$ cat config.mk
export PLATFORM = sky130hd
export DESIGN_NAME = sp_irq_flags
export DESIGN_NICKNAME = d
export VERILOG_FILES = /design/src/rtl/sp_irq_pkg.sv /design/src/rtl/sp_flag_cell.sv /design/src/rtl/sp_tx_track.sv /design/src/rtl/sp_prio_enc.sv /design/src/rtl/sp_irq_flags.sv
export SDC_FILE = /design/constraint.sdc
export NUM_CORES = 1
export LEC_CHECK = 0
export BUFFER_PORTS_ARGS = -buffer_cell sky130_fd_sc_hd__buf_2
export CORE_MARGIN = 3
export CORE_UTILIZATION = 40
export CTS_CLUSTER_SIZE = 14
export DETAILED_ROUTE_END_ITERATION = 10
export GPL_TIMING_DRIVEN = 0
export PLACE_DENSITY_LB_ADDON = 0.3
export SLEW_MARGIN = 15
export SYNTH_ARGS = -nofsm -noshare
export SYNTH_HDL_FRONTEND = slang
export SYNTH_HIERARCHICAL = 1
export SYNTH_SLANG_ARGS = --single-unit
export TNS_END_PERCENT = 10
$ cat constraint.sdc
create_clock -name clk -period 1.3 [get_ports clk]
set_input_delay 0.13 -clock clk [delete_from_list [all_inputs] [get_ports clk]]
set_output_delay 0.13 -clock clk [all_outputs]
set_load 0.005 [all_outputs]
$ cat src/rtl/sp_irq_pkg.sv
package sp_irq_pkg;
  localparam int unsigned SRC_N    = 3;
  localparam int unsigned SRC_WAKE = 0;
  localparam int unsigned SRC_RX   = 1;
  localparam int unsigned SRC_TX   = 2;

  // vector of lowest set request: index+1, 0 when none
  function automatic int unsigned lowest_vec(input logic [SRC_N-1:0] m);
    int unsigned r;
    r = 0;
    for (int i = int'(SRC_N) - 1; i >= 0; i--) begin
      if (m[i]) r = i + 1;
    end
    return r;
  endfunction
endpackage

$ cat src/rtl/sp_flag_cell.sv
module sp_flag_cell #(
  parameter bit SET_WINS = 1'b1
) (
  input  logic clk,
  input  logic rst_n,
  input  logic flush,
  input  logic set,
  input  logic clr,
  output logic q
);
  logic d;

  generate
    if (SET_WINS) begin : g_set_wins
      assign d = set | (q & ~clr);
    end else begin : g_clr_wins
      assign d = ~clr & (set | q);
    end
  endgenerate

  always_ff @(posedge clk or negedge rst_n) begin
    if (!rst_n)     q <= 1'b0;
    else if (flush) q <= 1'b0;
    else            q <= d;
  end
endmodule

$ cat src/rtl/sp_tx_track.sv
module sp_tx_track (
  input  logic clk,
  input  logic rst_n,
  input  logic soft_reset,
  input  logic tx_enable,
  input  logic hold_wr,
  input  logic shift_load,
  input  logic shift_empty,
  output logic hold_full,
  output logic xfer,
  output logic txrdy,
  output logic tx_empty
);
  logic flush;

  assign flush    = soft_reset | ~tx_enable;
  assign xfer     = shift_load & hold_full;
  assign tx_empty = ~hold_full & shift_empty;

  always_ff @(posedge clk or negedge rst_n) begin
    if (!rst_n) begin
      hold_full <= 1'b0;
      txrdy     <= 1'b0;
    end else if (flush) begin
      hold_full <= 1'b0;
      txrdy     <= 1'b0;
    end else if (hold_wr) begin
      hold_full <= 1'b1;
      txrdy     <= 1'b0;
    end else if (xfer) begin
      hold_full <= 1'b0;
      txrdy     <= 1'b1;
    end
  end
endmodule

$ cat src/rtl/sp_prio_enc.sv
module sp_prio_enc
  import sp_irq_pkg::*;
#(
  parameter int unsigned VEC_W = 5
) (
  input  logic             clk,
  input  logic             rst_n,
  input  logic [SRC_N-1:0] req,
  output logic             line_q,
  output logic [VEC_W-1:0] vec_q
);
  logic [VEC_W-1:0] vec_d;

  assign vec_d = VEC_W'(lowest_vec(req));

  always_ff @(posedge clk or negedge rst_n) begin
    if (!rst_n) begin
      line_q <= 1'b0;
      vec_q  <= '0;
    end else begin
      line_q <= |req;
      vec_q  <= vec_d;
    end
  end
endmodule

$ cat src/rtl/sp_irq_flags.sv
module sp_irq_flags
  import sp_irq_pkg::*;
#(
  parameter int unsigned VEC_W = 5
) (
  input  logic             clk,
  input  logic             rst_n,
  input  logic             soft_reset,
  input  logic             tx_enable,
  input  logic [SRC_N-1:0] ien_set,
  input  logic [SRC_N-1:0] ien_clr,
  input  logic [SRC_N-1:0] lvl_sel,
  input  logic             tx_dma_sel,
  input  logic             rx_dma_sel,
  input  logic             rx_dma_all_sel,
  input  logic             hold_wr,
  input  logic             shift_load,
  input  logic             shift_empty,
  input  logic             rx_done,
  input  logic             rx_read,
  input  logic             wake_evt,
  input  logic             wake_clr,
  output logic             txrdy,
  output logic             tx_empty,
  output logic             rxrdy,
  output logic             wake_flag,
  output logic             irq0,
  output logic             irq1,
  output logic [VEC_W-1:0] vec0,
  output logic [VEC_W-1:0] vec1
);
  localparam int unsigned LINES = 2;

  logic                         hold_full;
  logic                         xfer;
  logic [SRC_N-1:0]             en;
  logic [SRC_N-1:0]             pend;
  logic [LINES-1:0][SRC_N-1:0]  route;
  logic [LINES-1:0]             line;
  logic [LINES-1:0][VEC_W-1:0]  vec;

  sp_tx_track u_tx (
    .clk        (clk),
    .rst_n      (rst_n),
    .soft_reset (soft_reset),
    .tx_enable  (tx_enable),
    .hold_wr    (hold_wr),
    .shift_load (shift_load),
    .shift_empty(shift_empty),
    .hold_full  (hold_full),
    .xfer       (xfer),
    .txrdy      (txrdy),
    .tx_empty   (tx_empty)
  );

  sp_flag_cell #(.SET_WINS(1'b1)) u_rx (
    .clk(clk), .rst_n(rst_n), .flush(soft_reset),
    .set(rx_done), .clr(rx_read), .q(rxrdy)
  );

  sp_flag_cell #(.SET_WINS(1'b1)) u_wake (
    .clk(clk), .rst_n(rst_n), .flush(soft_reset),
    .set(wake_evt), .clr(wake_clr), .q(wake_flag)
  );

  generate
    for (genvar i = 0; i < int'(SRC_N); i++) begin : g_en
      sp_flag_cell #(.SET_WINS(1'b0)) u_en (
        .clk(clk), .rst_n(rst_n), .flush(1'b0),
        .set(ien_set[i]), .clr(ien_clr[i]), .q(en[i])
      );
    end
  endgenerate

  assign pend[SRC_WAKE] = wake_flag & en[SRC_WAKE];
  assign pend[SRC_RX]   = rxrdy & en[SRC_RX] & ~rx_dma_sel & ~rx_dma_all_sel;
  assign pend[SRC_TX]   = txrdy & en[SRC_TX] & ~tx_dma_sel;

  generate
    for (genvar g = 0; g < int'(LINES); g++) begin : g_line
      if (g == 0) begin : g_lo
        assign route[g] = pend & ~lvl_sel;
      end else begin : g_hi
        assign route[g] = pend & lvl_sel;
      end
      sp_prio_enc #(.VEC_W(VEC_W)) u_enc (
        .clk   (clk),
        .rst_n (rst_n),
        .req   (route[g]),
        .line_q(line[g]),
        .vec_q (vec[g])
      );
    end
  endgenerate

  assign irq0 = line[0];
  assign irq1 = line[1];
  assign vec0 = vec[0];
  assign vec1 = vec[1];
endmodule

# After elaboration in Yosys (flattened, before gate mapping)
# Cells that the tools add are included.
# word_totals
reg_bits	19
latch_bits	0
mem_bits_rw	0
rom_bits	0
inputBits	23
output_inout_bits	16
n_memories	0
# op_classes
n_addsub	0
multipliers	0
div_mod_pow	0
n_lt_le_gt_ge	0
n_eq_ne	0
shift	0
mux	14
bitwise_logic	32
reduce_logical	3
# ops
op	count
1-bit bitwise AND	13
5-bit two-way mux	2
1-bit NOT	10
1-bit two-way mux	8
2-bit two-way mux	4
3-bit bitwise AND	2
1-bit bitwise OR	6
3-bit OR reduction	2
3-bit NOT	1
3-bit nonzero test	1

# Logic depth before layout (Yosys ltp)
# Gate-level depths: netlist of run 1.
# logic_depth
ltp_word	7
mapped_depth	4

# Cells and area by module
# Netlist of run 1, hierarchy kept.
# modules_own_cells
module	n_inst	cells_per_inst	area_per_inst_um2	seq_area_each_um2
sp_prio_enc	2	12	126.4	75.1
sp_flag_cell (g_en[0].u_en ...)	3	3	38.8	25.0
sp_tx_track	1	10	102.6	50.0
sp_flag_cell (u_rx ...)	2	4	43.8	25.0
sp_irq_flags	1	10	65.1	0.0

# Worst setup path before layout of run 1
# OpenSTA, ideal clock, no wires.
# synth_timing
path_type	register -> register
start	register u_rx.q
end	register g_line[1].u_enc.vec_q[0]
arrival_ns	0.917
t_required_ns	1.182
path_slack_ns	0.265
path_stages_with_launch	5
n_path_buf	0
path_cell_list	dfrtp_1 -> nand2_1 -> nor4b_2 -> inv_1 -> a21o_1
# synth_lines
item	line_no	text
start: declaration	sp_flag_cell.sv:9	output logic q
start signal: assignment	sp_flag_cell.sv:22	if (!rst_n) q <= 1'b0;
start signal: assignment	sp_flag_cell.sv:23	else if (flush) q <= 1'b0;
start signal: assignment	sp_flag_cell.sv:24	else q <= d;
end signal: assignment	sp_prio_enc.sv:22	vec_q <= vec_d;
end: declaration	sp_prio_enc.sv:10	output logic [VEC_W-1:0] vec_q

==> results of run 1 <==
[power groups by stage]
stage | registers [W] | logic (W) | clock network, W
after floorplan | 0.000431 | 0.0000448 | 0
after global placement | 0.000431 | 0.0000986 | 0
after detailed placement | 0.000432 | 0.000102 | 0
after CTS | 0.000424 | 0.000112 | 0.000260
after global routing | 0.000426 | 0.000127 | 0.000271
final | 0.000423 | 0.000111 | 0.000243
[layer usage]
metal / vias to the layer above / GRT usage (%) / routed length (um)
met1: 241 / 14.2 / 418
met4: 0 / 8.77 / 17
met5: - / 0 / 0
met2: 22 / 30.2 / 710
li1: 272 / - / -
met3: 2 / 4.38 / 90
[how the worst min path moves through the flow]
stage	to	cells after the start	slack, ps	startpoint
after detailed placement	g_line[0].u_enc/line_q	1	30	rst_n
after global placement	g_line[0].u_enc/line_q	1	20	rst_n
after global routing	u_tx/txrdy	2	30	hold_wr
after floorplan	g_en[0].u_en/q	0	-170	rst_n
after CTS	u_tx/txrdy	2	10	hold_wr
final	u_tx/txrdy	2	30	hold_wr
[per-stage QoR]
| stage | hold WS [ps] | cells | util (%) | setup slack, ps |
|---|---|---|---|---|
| after global routing | 27.9 | 121 | 64.8 | 80.1 |
| final | 26.2 | 121 | 64.8 | 142 |
| after floorplan | -166 | 66 | - | 265 |
| after global placement | 21.4 | 113 | 59.9 | 192 |
| after detailed placement | 31.4 | 113 | 59.9 | 164 |
| after CTS | 14.4 | 121 | 64.8 | 146 |
[layout make-up]
type	count	area [sq um]
tap	15	18.8
buffer	6	45.0
sequential	13	325
timing repair buffer	36	200
inverter	5	18.8
fill	131	480
clock inverter	1	5.00
clock buffer	3	22.5
multi-input combinational	42	250
[state kept, by name, indices dropped and copies added, names as in the netlist]
name,flops
g_en.u_en/q,3
u_tx/txrdy,1
g_line.u_enc/vec_q,4
u_tx/hold_full,1
u_wake/q,1
g_line.u_enc/line_q,2
u_rx/q,1
[critical path, cell delays in order (launching register included)]
cell and delay (ps):
sky130_fd_sc_hd__dfrtp_1 380, sky130_fd_sc_hd__nand2_1 100, sky130_fd_sc_hd__nor4b_2 330, sky130_fd_sc_hd__inv_1 70, sky130_fd_sc_hd__a21o_1 160
==> flow_metrics.env, run 1 <==
export IMPL_share_of_final_layout_standard_cells_stronger_than_drive_strength_1_pct=48.1
export IMPL_max_cap_violations=0
export IMPL_grt_pass1_wl_um=2260
export IMPL_total_power_w=0.000778
export IMPL_final_cell_area_sq_um=886
export IMPL_pwr_dens_nw_per_um2=878
export IMPL_min_path_type="input port to flip-flop"
export IMPL_setup_worst_path_end_class="flip-flop"
export IMPL_vias_per_cell=4.44
export IMPL_endpoint_of_the_lowest_slack_register_to_register_path="g_line[1].u_enc/vec_q[0]"
export IMPL_critical_path_peak_fanout=3
export IMPL_worstSetupEndpoint="g_line[1].u_enc/vec_q[0]"
export IMPL_rows=13
export IMPL_drt_first_pass_iters=1
export IMPL_setup_viol=0
export IMPL_timing_final_hold_violations=0
export IMPL_io_pin_count=39
export IMPL_timing_setup_tns_ps=0
export IMPL_gr_total_overflow=0
export IMPL_design_final_nets=130
export IMPL_power_static_leakage_nw=0.516
export IMPL_synthesized_netlist_cell_count=60
export IMPL_grt_setup_unrepaired="false"
export IMPL_cts_tree="built"
export IMPL_diodes=0
export IMPL_chipHeight_um=45.3
export IMPL_cts_root_buffer="sky130_fd_sc_hd__clkbuf_4"
export IMPL_power_sequential_fraction_pct=54.5
export IMPL_floorplan_initialDensity_pct=45.1
export IMPL_intPower_w=0.000593
export IMPL_detailed_place_area_sq_um=818
export IMPL_min_period_over_period_pct=89.1
export IMPL_ir_worst_vdd_mv=0.411
export IMPL_run_status="finished clean"
export IMPL_number_of_global_route_vias_before_repair=578
export IMPL_wl_um=1240
export IMPL_r2r_worst_path_cells=4
export IMPL_insertion_delay_ps=270
export IMPL_grt_antenna_before_repair=0
export IMPL_core_area_sq_um=1370
export IMPL_power_switching_fraction_pct=23.8
export IMPL_initialDrtViolationCount=0
export IMPL_final_period_minus_worst_setup_slack_ps=1160
export IMPL_timing_max_transition_violations_final=0
export IMPL_post_cts_setup_bufs=0
export IMPL_timing_critical_path_from="u_rx/q"
export IMPL_mostFrequentLayoutCell="sky130_fd_sc_hd__buf_2"
export IMPL_worst_endpoint_required_ps=1460
export IMPL_startpoint_kind_of_the_worst_setup_timing_path="flip-flop"
export IMPL_io_buffers=32
export IMPL_clock_tree_buffer_depth=2
export IMPL_dp_final_hpwl_um=1040
export IMPL_dr_total_vias=537
export IMPL_power_frac_comb_pct=14.2
export IMPL_achievable_frequency_mhz=864
export IMPL_timing_setup_critical_path_class="flip-flop to flip-flop"
export IMPL_power_switching_w=0.000185
export IMPL_post_cts_resized_instances=0
export IMPL_cts_clk_slew_worst_paths_ps=80
export IMPL_yosysWarningCount=6
export IMPL_clock_power_share_pct=31.3
export IMPL_synthToLayoutAreaGrowth_pct=43.6
export IMPL_drcViolationCount=0
export IMPL_reg2reg_slack_ps=140
export IMPL_layout_cells_most_common_list="sky130_fd_sc_hd__buf_2, sky130_fd_sc_hd__dfrtp_1, sky130_fd_sc_hd__conb_1"
export IMPL_regToRegStartpoint="u_rx/q"
export IMPL_numClockSinks=13
export IMPL_synth_area_sq_um=617
export IMPL_max_h_tree_level=1
export IMPL_floorplan_die_width_um=45.3
export IMPL_largest_net_degree_at_the_start_of_global_routing=14
export IMPL_postRouteAntennaNets=0
export IMPL_final_setup_skew_ps=3.54
export IMPL_dieArea_sq_um=2050
export IMPL_place_gp_congestion=0.640
export IMPL_synth_area_per_cell_sq_um=10.3
export IMPL_cts_hold_buffers_added=4
export IMPL_grt_usage_pct=15.7
export IMPL_routedWlPerCell_um=10.2
export IMPL_cp_data_arrival_time_ps=1320
export IMPL_cts_buffers_inserted=3
Power figures use the tool's default switching activity.
==> inputs of run 2 (changes only) <==
--- a/config.mk
+++ b/config.mk
@@ -7,7 +7,7 @@
 export LEC_CHECK = 0
 export BUFFER_PORTS_ARGS = -buffer_cell sky130_fd_sc_hd__buf_2
 export CORE_MARGIN = 3
-export CORE_UTILIZATION = 40
+export CORE_UTILIZATION = 36
 export CTS_CLUSTER_SIZE = 14
 export DETAILED_ROUTE_END_ITERATION = 10
 export GPL_TIMING_DRIVEN = 0
==> constraint.sdc (replaced) <==
create_clock -name clk -period 0.93 [get_ports clk]
set_input_delay 0.093 -clock clk [delete_from_list [all_inputs] [get_ports clk]]
set_output_delay 0.093 -clock clk [all_outputs]
set_load 0.005 [all_outputs]
==> run 2 against run 1 <==
  * Non-clock buffer count up 3
  * Largest cell class unchanged
  * Power rose by 41%
  * Highest routed layer unchanged
  * The run now ends with negative setup slack left
  * Sequential power up 40%
  * Hold slack better by 23 ps
  * Critical path depth is 1 lower
==> flow_metrics.env, run 2 (synthesized netlist as in run 1, its figures left out) <==
export IMPL_mostFrequentLayoutCell="sky130_fd_sc_hd__buf_2"
export IMPL_grt_usage_pct=11.1
export IMPL_cts_buffers_inserted=3
export IMPL_final_hold_worst_slack_ps=49.0
export IMPL_timing_max_transition_violations_final=0
export IMPL_routedWlPerCell_um=9.07
export IMPL_design_final_nets=133
export IMPL_final_setup_skew_ps=3.39
export IMPL_critical_path_peak_fanout=3
export IMPL_max_h_tree_level=1
export IMPL_io_buffers=32
export IMPL_dr_total_vias=530
export IMPL_final_cell_area_sq_um=936
export IMPL_ir_worst_vdd_mv=0.621
export IMPL_postLayoutSetupSlackWorst_ps=-123
export IMPL_timing_final_hold_violations=0
export IMPL_largest_register="g_line.u_enc/vec_q"
export IMPL_cts_root_buffer="sky130_fd_sc_hd__clkbuf_4"
export IMPL_largest_net_degree_at_the_start_of_global_routing=14
export IMPL_worst_endpoint_required_ps=1080
export IMPL_cts_clk_slew_worst_paths_ps=80
export IMPL_initialDrtViolationCount=2
export IMPL_min_period_over_period_pct=113
export IMPL_grt_pass1_wl_um=1750
export IMPL_place_gp_congestion=0.646
export IMPL_grt_setup_unrepaired="true"
export IMPL_number_of_global_route_vias_before_repair=470
export IMPL_synthToLayoutAreaGrowth_pct=51.7
export IMPL_clock_tree_buffer_depth=2
export IMPL_cp_data_arrival_time_ps=1200
export IMPL_failed_checks="negative setup slack"
export IMPL_setup_worst_path_end_class="flip-flop"
export IMPL_diodes=0
export IMPL_detailed_place_area_sq_um=820
export IMPL_floorplan_die_width_um=47.4
export IMPL_startpoint_kind_of_the_worst_setup_timing_path="flip-flop"
export IMPL_cts_tree="built"
export IMPL_filler_cell_count=145
export IMPL_setup_viol=6
export IMPL_final_period_minus_worst_setup_slack_ps=1050
export IMPL_vias_per_cell=4.24
export IMPL_postRouteAntennaNets=0
export IMPL_achievable_frequency_mhz=950
export IMPL_wl_um=1130
export IMPL_dp_final_hpwl_um=981
export IMPL_chipHeight_um=47.4
export IMPL_drt_first_pass_iters=3
export IMPL_numClockSinks=13
export IMPL_gr_total_overflow=0
export IMPL_insertion_delay_ps=270
export IMPL_drcViolationCount=0
export IMPL_rows=14
export IMPL_area_occupied_by_multi_input_gates_sq_um=272
export IMPL_run_status="finished with violations"
export IMPL_timing_setup_critical_path_class="flip-flop to flip-flop"
export IMPL_total_power_w=0.00110
export IMPL_share_of_final_layout_standard_cells_stronger_than_drive_strength_1_pct=50.5
export IMPL_largest_reg_flops=4
export IMPL_grt_antenna_before_repair=0
export IMPL_area_sequential_sq_um=325
export IMPL_layout_cells_most_common_list="sky130_fd_sc_hd__buf_2, sky130_fd_sc_hd__dfrtp_1, sky130_fd_sc_hd__conb_1"
export IMPL_io_pin_count=39
export IMPL_timing_setup_tns_ps=-588
export IMPL_min_path_type="input port to flip-flop"
export IMPL_power_static_leakage_nw=0.538
export IMPL_top_regs="g_line.u_enc/vec_q (4), g_en.u_en/q (3), g_line.u_enc/line_q (2)"
export IMPL_dieArea_sq_um=2250
export IMPL_pwr_dens_nw_per_um2=1170
export IMPL_floorplan_initialDensity_pct=39.6
export IMPL_core_area_sq_um=1560
export IMPL_max_cap_violations=0
export IMPL_layout_core_utilization_pct=60.0
run 2: cell types whose count changed in the layout (fill, tap and decap cells not counted):
cell and delta:
sky130_fd_sc_hd__nor3_2 +1, sky130_fd_sc_hd__nor3b_2 +1, sky130_fd_sc_hd__nand2_2 +1, sky130_fd_sc_hd__nand2_1 -1, sky130_fd_sc_hd__nor4b_4 +1, sky130_fd_sc_hd__nor3_1 -1, sky130_fd_sc_hd__buf_4 +1, sky130_fd_sc_hd__dlygate4sd3_1 +2
sky130_fd_sc_hd__nor3b_1 -1, sky130_fd_sc_hd__nor4b_2 -1
run 2: worst max-delay path: stages (launching register included):
cell and delay (ps):
sky130_fd_sc_hd__dfrtp_1 400, sky130_fd_sc_hd__nand2_1 120, sky130_fd_sc_hd__nor3b_2 70, sky130_fd_sc_hd__or3_1 350
run 2: cell type report:
| type | instances | area share, % |
|---|---|---|
| flip-flops and latches | 13 | 34.8 |
| multi-input cells | 42 | 29.0 |
| repair buffers | 39 | 24.3 |
| plain buffers | 6 | 4.81 |
| clock buffers | 3 | 2.41 |
| well taps | 16 | 2.14 |
| inverters | 5 | 2.01 |
| clock inverters | 1 | 0.535 |
run 2: timing repair:
| action | CTS | global route |
|---|---|---|
| hold buffers | 5 | 1 |
| gates cloned | 0 | 0 |
| setup buffers | 0 | 1 |
| resized for setup | 3 | 1 |
| endpoints found under the setup margin | 7 | 9 |
| hold endpoints to repair | 17 | 1 |
run 2: routing by layer:
metal	track usage, %	part of all wire (%)	vias up
met5	0	0	-
met4	3.31	0.79	0
met3	3.45	9.7	2
met2	20.1	53	25
met1	12.4	36	229
li1	-	-	274
run 2: path summary, 6_finish.rpt:
path / from / to / slack [ps] / cells past startpoint
hold reg to reg: g_en[0].u_en/q / g_en[0].u_en/q / 550 / 2
min in group asynchronous: rst_n / g_line[1].u_enc/vec_q[1] / 220 / 2
setup reg to reg: u_tx/txrdy / g_line[1].u_enc/line_q / -120 / 3
max in group asynchronous: rst_n / u_wake/q / 500 / 2
setup / recovery: u_tx/txrdy / g_line[1].u_enc/line_q / -120 / 3
hold / removal: rx_done / u_rx/q / 50 / 3
run 2: report_power, final:
part / switching [W] / internal [W]
registers: 0.00000992 / 0.000581
clock network: 0.000177 / 0.000159
logic: 0.0000707 / 0.0000982
run 2: through the flow:
stage | instances | setup WS (ps)
2_1_floorplan | 66 | -105
3_3_place_gp | 114 | -184
3_5_place_dp | 114 | -221
4_1_cts | 123 | -179
5_1_grt | 125 | -189
6_report | 125 | -123
